$ cat src/rtl/lane_pkg.sv
package lane_pkg;

    localparam int LANES  = 8;
    localparam int BYTE_W = 8;
    localparam int DATA_W = LANES * BYTE_W;
    localparam int OFF_W  = $clog2(LANES);

    typedef enum logic [1:0] {
        SZ_BYTE  = 2'd0,
        SZ_HALF  = 2'd1,
        SZ_WORD  = 2'd2,
        SZ_DWORD = 2'd3
    } acc_size_e;

    typedef struct packed {
        logic             is_store;
        acc_size_e        size;
        logic             sext;
        logic             big_end;
        logic [OFF_W-1:0] off;
    } acc_req_t;

    // Number of bytes moved by an access of the given size.
    function automatic logic [OFF_W:0] size_bytes(acc_size_e s);
        return (OFF_W+1)'(1) << s;
    endfunction

    // Offset bits that must be zero for an aligned access.
    function automatic logic [OFF_W-1:0] size_mask(acc_size_e s);
        logic [OFF_W:0] m;
        m = size_bytes(s) - (OFF_W+1)'(1);
        return m[OFF_W-1:0];
    endfunction

endpackage

$ cat src/rtl/lane_align_check.sv
module lane_align_check
    import lane_pkg::*;
(
    input  acc_size_e        size,
    input  logic [OFF_W-1:0] off,
    output logic             misaligned
);

    assign misaligned = |(off & size_mask(size));

endmodule

$ cat src/rtl/lane_load_extract.sv
module lane_load_extract
    import lane_pkg::*;
(
    input  logic [DATA_W-1:0] rdata,
    input  acc_size_e         size,
    input  logic [OFF_W-1:0]  off,
    input  logic              sext,
    input  logic              big_end,
    output logic [DATA_W-1:0] value
);

    logic [OFF_W-1:0]  mask;
    logic [BYTE_W-1:0] picked [LANES];
    logic              fill;

    assign mask = size_mask(size);

    // Byte i of the loaded value comes from lane off + rel(i); the relative
    // index runs backwards inside the access when big-endian is selected.
    for (genvar i = 0; i < LANES; i++) begin : g_pick
        logic [OFF_W-1:0] rel;
        logic [OFF_W-1:0] lane;
        assign rel       = big_end ? (~OFF_W'(i) & mask) : (OFF_W'(i) & mask);
        assign lane      = off + rel;
        assign picked[i] = rdata[{lane, 3'b000} +: BYTE_W];
    end

    assign fill = sext & picked[mask][BYTE_W-1];

    for (genvar i = 0; i < LANES; i++) begin : g_ext
        assign value[i*BYTE_W +: BYTE_W] = (OFF_W'(i) <= mask) ? picked[i]
                                                               : {BYTE_W{fill}};
    end

endmodule

$ cat src/rtl/lane_store_format.sv
module lane_store_format
    import lane_pkg::*;
(
    input  logic [DATA_W-1:0] src,
    input  acc_size_e         size,
    input  logic [OFF_W-1:0]  off,
    input  logic              big_end,
    output logic [DATA_W-1:0] wdata,
    output logic [LANES-1:0]  byte_en
);

    logic [OFF_W-1:0] mask;

    assign mask = size_mask(size);

    // Lane k carries source byte (k mod size), reversed per slot when
    // big-endian; it is enabled when it falls in the slot at the offset.
    for (genvar k = 0; k < LANES; k++) begin : g_lane
        logic [OFF_W-1:0] rel;
        assign rel = big_end ? (~OFF_W'(k) & mask) : (OFF_W'(k) & mask);
        assign wdata[k*BYTE_W +: BYTE_W] = src[{rel, 3'b000} +: BYTE_W];
        assign byte_en[k] = ((OFF_W'(k) & ~mask) == (off & ~mask));
    end

endmodule

$ cat src/rtl/lane_access_unit.sv
module lane_access_unit
    import lane_pkg::*;
(
    input  logic                     clk,
    input  logic                     rst,
    input  logic                     req_valid,
    input  logic                     req_is_store,
    input  logic [lane_pkg::OFF_W-1:0]  req_byte_off,
    input  logic [1:0]               req_size,
    input  logic                     req_signed,
    input  logic                     req_big_endian,
    input  logic [lane_pkg::DATA_W-1:0] mem_rdata,
    input  logic [lane_pkg::DATA_W-1:0] st_data,
    output logic                     rsp_valid,
    output logic                     rsp_fault,
    output logic [lane_pkg::DATA_W-1:0] ld_result,
    output logic [lane_pkg::DATA_W-1:0] st_wdata,
    output logic [lane_pkg::LANES-1:0]  st_byte_en
);

    acc_req_t          req;
    logic              mis;
    logic              take_load;
    logic              take_store;
    logic [DATA_W-1:0] ld_next;
    logic [DATA_W-1:0] wd_next;
    logic [LANES-1:0]  en_next;

    assign req = '{is_store: req_is_store,
                   size:     acc_size_e'(req_size),
                   sext:     req_signed,
                   big_end:  req_big_endian,
                   off:      req_byte_off};

    lane_align_check u_align (
        .size       (req.size),
        .off        (req.off),
        .misaligned (mis)
    );

    lane_load_extract u_load (
        .rdata   (mem_rdata),
        .size    (req.size),
        .off     (req.off),
        .sext    (req.sext),
        .big_end (req.big_end),
        .value   (ld_next)
    );

    lane_store_format u_store (
        .src     (st_data),
        .size    (req.size),
        .off     (req.off),
        .big_end (req.big_end),
        .wdata   (wd_next),
        .byte_en (en_next)
    );

    assign take_load  = req_valid & ~mis & ~req.is_store;
    assign take_store = req_valid & ~mis &  req.is_store;

    always_ff @(posedge clk) begin
        if (rst) begin
            rsp_valid  <= 1'b0;
            rsp_fault  <= 1'b0;
            ld_result  <= '0;
            st_wdata   <= '0;
            st_byte_en <= '0;
        end else begin
            rsp_valid  <= req_valid & ~mis;
            rsp_fault  <= req_valid &  mis;
            st_byte_en <= take_store ? en_next : '0;
            if (take_store) st_wdata  <= wd_next;
            if (take_load)  ld_result <= ld_next;
        end
    end

endmodule

$ cat config.mk
export PLATFORM = sky130hd
export DESIGN_NAME = lane_access_unit
export DESIGN_NICKNAME = d
export VERILOG_FILES = /design/src/rtl/lane_pkg.sv /design/src/rtl/lane_align_check.sv /design/src/rtl/lane_load_extract.sv /design/src/rtl/lane_store_format.sv /design/src/rtl/lane_access_unit.sv
export SDC_FILE = /design/constraint.sdc
export NUM_CORES = 1
export LEC_CHECK = 0
export ABC_AREA = 1
export BUFFER_PORTS_ARGS = -buffer_cell sky130_fd_sc_hd__buf_2
export CAP_MARGIN = 40
export CORE_ASPECT_RATIO = 0.8
export CORE_MARGIN = 4
export CORE_UTILIZATION = 52
export DETAILED_ROUTE_END_ITERATION = 8
export PLACE_DENSITY = 0.78
export SYNTH_ARGS = -nofsm -noshare
export SYNTH_HDL_FRONTEND = slang
export SYNTH_SLANG_ARGS = --single-unit
$ cat constraint.sdc
create_clock -name clk -period 9.5 [get_ports clk]
set_input_delay 1.9 -clock clk [delete_from_list [all_inputs] [get_ports clk]]
set_output_delay 1.9 -clock clk [all_outputs]
set_load 0.02 [all_outputs]
* Word level (Yosys, flattened, before mapping)
Cells that the tools add are included.
** Word-level totals
- Flip-flop bits (word level) :: 138
- Input bits :: 139
- Output and inout port bits :: 138
- Word-level logic and storage cells :: 81
** Cells by class
- Add/sub/neg operators :: 9
- Magnitude comparators :: 9
- Equal/unequal tests :: 7
- Shifts and indexed selects :: 17
- Muxes and demuxes :: 19
- Bitwise operators :: 12
- Reductions and logical operators :: 3
** Operators by type and width (number)
- $shiftx 64x7->8 :: 16
- $mux 8 :: 10
- $add 3x3->3 :: 8
- $bmux 8 s3 :: 1
- $mux 3 :: 8
- $eq 3x3->1 :: 4
- $le 3x3->1 const A :: 4
- $and 3x3->3 :: 2
- $eq 2x3->1 :: 2
- $le 1x3->1 const A :: 2
- $le 2x3->1 const A :: 2
- $and 1x1->1 :: 5
- $ge 4x4->1 const B :: 1
- $not 3->4 :: 1
- $eq 1x3->1 :: 1
- $logic_not 3->1 :: 1
- $not 1->1 :: 3
- $not 3->3 :: 1
- $reduce_or 3->1 :: 1
- $shl 1x2->3 const A :: 1
- $sub 3x1->3 const B :: 1
- $reduce_or 2->1 :: 1

* Depth between registers and ports, before layout
- Depth after elaboration :: 10
- Gate-level depth with buffers :: 19
- Depth with buffers taken out :: 16

* Cells and area by module
Synthesis repeated with hierarchy kept, for this count alone.
** Second synthesis, totals
- Cell total of the unflattened synthesis :: 1970
- Area, all modules :: 10956.8 sq um
** By module, submodules not included
- lane_access_unit :: times used 1, cells an instance 846, area each 5591.6 sq um, sequential area each 2762.6 sq um
- lane_load_extract :: times used 1, cells an instance 605, area each 2964.1 sq um, sequential area each 0.0 sq um
- lane_store_format :: times used 1, cells an instance 511, area each 2371.0 sq um, sequential area each 0.0 sq um
- lane_align_check :: times used 1, cells an instance 8, area each 30.0 sq um, sequential area each 0.0 sq um

* Least setup slack after synthesis
No wires, ideal clock.
- Kind :: input port to flip-flop
- Start :: in req_size[0]
- End :: reg ld_result[34] (netlist bit)
- Library setup time :: 122 ps
- Arrival :: 4476 ps
- Data required time :: 9378 ps
- Slack :: 4902 ps
- Stages on the path :: 18
- Buffers on the path :: 4
- Path through :: buf_4 -> inv_1 -> nand2_2 -> nand2_1 -> inv_1 -> buf_2 -> ha_1 -> fa_1 -> inv_1 -> clkbuf_1 -> nand3_1 -> o21ai_0 -> nand2_1 -> nand3_1 -> nand3_2 -> nand4_4 -> buf_6 -> a21oi_2
** Between the ends
- Word-level cells in the longest chain between the ends :: 10
- Elaborated cells on any way between the ends :: 38
- Classes of those cells :: add/sub (9); order compare (1); shift (9); mux (12); bitwise (6); reduce/logical (1)
** Ends and longest elaborated chain
- start, declared :: line lane_access_unit.sv:9 : input logic [1:0] req_size,
- $shl 1x2->3 (*) :: line lane_pkg.sv:25 : return (OFF_W+1)'(1) << s;
- $sub 3x1->3 (*) :: line lane_pkg.sv:31 : m = size_bytes(s) - (OFF_W+1)'(1);
- $mux 3 :: line lane_load_extract.sv:23 : assign rel = big_end ? (~OFF_W'(i) & mask) : (OFF_W'(i) & mask);
- $add 3x3->3 :: line lane_load_extract.sv:24 : assign lane = off + rel;
- $shiftx 64x7->8 :: line lane_load_extract.sv:25 : assign picked[i] = rdata[{lane, 3'b000} +: BYTE_W];
- $bmux 8 s3 :: line lane_load_extract.sv:28 : assign fill = sext & picked[mask][BYTE_W-1];
- $mux 8 (not written as such) (2 in series) :: line lane_load_extract.sv:28
- $and 1x1->1 :: line lane_load_extract.sv:28
- $mux 8 :: line lane_load_extract.sv:31 : assign value[i*BYTE_W +: BYTE_W] = (OFF_W'(i) <= mask) ? picked[i]
- end signal, assigned :: line lane_access_unit.sv:74 : if (take_load) ld_result <= ld_next;
- end, declared :: line lane_access_unit.sv:16 : output logic [lane_pkg::DATA_W-1:0] ld_result,
Every way passes the cells marked *; elsewhere a longest branch is shown, timed or not. The select of a mux whose other input is x is not followed.
A chain may end at the register's enable or synchronous reset.

* Worst setup path in the final report
- Start :: in req_size[1]
- End :: reg ld_result[33] (netlist bit)
The elaborated chain is that of the path after synthesis.

==> results.toml <==
[die]
ios = 277
dieArea_mm2 = 0.0205
initial_utilization = 0.538
die_w_um = 159
num_rows = 43
core_area_mm2 = 0.0176
die_h_um = 129

[placement]
placed_area_mm2 = 0.0108
io_buffers = 276
gp_congestion = 1.06
dpl.hpwl_um = 28300

[critical_path]
worstPathArrival_ns = 7.33
reg2reg_slack_ns = 8.73
crit_path_end_kind = "flop"
critPathSlowestCell = "fa_1"
crit_type = "input port to flop"
path_max_fanout = 36
cp.required_ns = 9.84
cpMostUsedCell = "nand3_1"
r2r_start = "ld_result[52]"
cp_cell_sequence = "buf_2 > inv_2 > nand2_2 > nand2_1 > inv_2 > ha_1 > inv_1 > fa_1 > inv_1 > nand3_1 > nand2_1 > nand3_1 > nand3_1 > nand3_2 > nand4_4 > a21oi_1"
slowest_delay_ns = 0.81
crit_start = "req_size[1]"
critPathLaunchType = "input port"

[synthesis]
syn_area_mm2 = 0.00950
synth_fp_nets = 1710
yosysTopAreaCell = "dfxtp_1"
syn_inst = 1564
ys_ff_latch = 138
synthTopCellsByArea = "dfxtp_1 29%, o21ai_0 17%, nand2_1 16%, inv_1 6.8%, a21oi_1 5.3%"
ys_types = 30
yosysSeqAreaShare = 0.291
synthFlopType = "dfxtp_1"
syn-mean-instance-area_um2 = 6.08
yosysTopAreaCellShare = 0.291
yosysWarnings = 0
synth_edf_count = 0
async_flop_share = 0

[layout]
layout-drive-gt1-share = 0.211
area_delta_synth_final_pct = 19.8
fill_cells = 1682
multi_input_area_mm2 = 0.00558
n_antenna_cell = 0
nets = 1904
final_util = 0.645
regArea_mm2 = 0.00276
fin_area_mm2 = 0.0114

[clocking]
cts_buffers = 17
clkLatencyLatePin_ns = 0.42
post-cts-setup-buffers = 0
clkSinkCount = 138
post_cts_resized = 0
hold_buffers = 0
h-tree-depth = 4
clk_path_buf_depth = 2
ctsRootBufferMaster = "clkbuf_16"
cts.clk_slew.worst_paths_ns = 0.07
cts_tree = "built"

[sta]
rsz0062_at_grt = "false"
maxSlewViolCount = 0
maxSlewHeadroom = 0.383
finalSetupTns_ns = 0
clock_skew_ns = 0
timing.final.crit_share = 0.736
finalHoldViolCount = 0
setup_violations = 0
fin_crit_ns = 6.99
tightest_slew_ns = 0.924
max_freq_mhz = 143

[route]
routed_via_density = 5.81
drt-initial-drc-count = 1979
drcViolationCount = 0
routedWlPerCell_um = 19.0
route.vias.total = 11600
antenna_left = 0
first_pass_iters = 8
finalWirelength_um = 37900

[hold_path]
hold_path.class = "flop to flop"
hold_start = "st_wdata[9]"

[global_route]
antenna_found_initial = 0
grtUsageTotal = 0.353
grt_pass1_vias = 9962
grt_overflow_total = 0
grt_pass1_wl_um = 56900
grt_max_degree = 84

[power_and_ir_drop]
p_per_area_mw_per_mm2 = 172
leakage_nw = 5.96
irDropWorstVdd_mv = 0.124

[run_status]
status = "complete, no violations"

[job]
cap_violations = 0
routing by layer:
metal / vias to the layer above / wire length (um) / track usage
li1: 5558 / - / -
met3: 38 / 6370 / 0.163
met2: 836 / 14100 / 0.447
met4: 0 / 485 / 0.0776
met5: - / 0 / 0
met1: 5161 / 17000 / 0.535
final cells by class:
cell class                 count  share of cell area
inverter                     180              0.0593
sequential                   138               0.243
clock buffer                  18              0.0386
timing repair buffer         287               0.129
multi-input combinational   1134               0.490
tap                          225              0.0247
clock inverter                14              0.0156
kinds of logic (layout without fill, tap and decap cells):
kind of cell	count (synthesis)	in the layout	share of synthesized area
simple gates	585	585	0.252
compound gates	541	541	0.321
buf+inv	292	499	0.122
flops	138	138	0.291
fa+ha+maj	7	7	0.0124
xor+xnor	1	1	0.00171
cell usage after synthesis (5+ instances only):
cell and count:
nor3_1 11, nand2_1 398, buf_2 29, a211oi_1 20
nand4_1 12, o21a_1 15, nand2_2 6, nor2_1 95
dfxtp_1 138, a21oi_2 30, a21oi_1 101, inv_2 5
inv_1 173, o211ai_1 54, nand3_1 54, clkbuf_1 74
o21ai_0 314
power breakdown:
group / leakage, nW / switching (mW) / internal (mW)
combinational: 4.53 / 0.440 / 0.168
sequential: 1.13 / 0.0181 / 0.612
clock: 0.302 / 0.311 / 0.407
stage by stage:
step	hold WS [ns]	total power, mW	cells	worst slack (ns)
after floorplan	0.541	1.03	1564	4.90
after global placement	0.450	1.22	1963	2.51
after detailed placement	0.458	1.22	1964	2.25
after CTS	0.468	1.93	1996	2.67
after global routing	0.490	2.04	1996	2.01
final	0.465	1.96	1996	2.51
placed cells by master (no fill, tap or decap), drive strengths merged:
master,count
nand4,17
fa,4
nand2,404
nor2,95
o21ai,317
a211oi,20
inv,186
clkinvlp,1
o22ai,4
xor2,1
clkinv,5
clkbuf,18
ha,3
o21a,15
or2,1
a21oi,131
nand3,57
o211ai,54
buf,287
dfxtp,138
bufinv,2
nor3,11
critical path, delay by kind of cell:
kind	cells	cell delay [ns]
AOI/OAI and AO/OA	1	0.34
and+or+nand+nor	8	2.21
buffers and inverters	5	1.73
adders and majority gates	2	1.10
registers in the layout, indices dropped and copies added (netlist names):
register    flops
ld_result      64
st_wdata       64
st_byte_en      8
rsp_fault       1
rsp_valid       1
path summary, 6_finish.rpt:
| check | end | cells after the start |
|---|---|---|
| worst max-delay path | ld_result[33] | 16 |
| worst max register to register | ld_result[52] | 2 |
| worst min-delay path | st_wdata[9] | 2 |
| worst min register to register | st_wdata[9] | 2 |
Note: power is estimated with default switching activity, not from simulation.
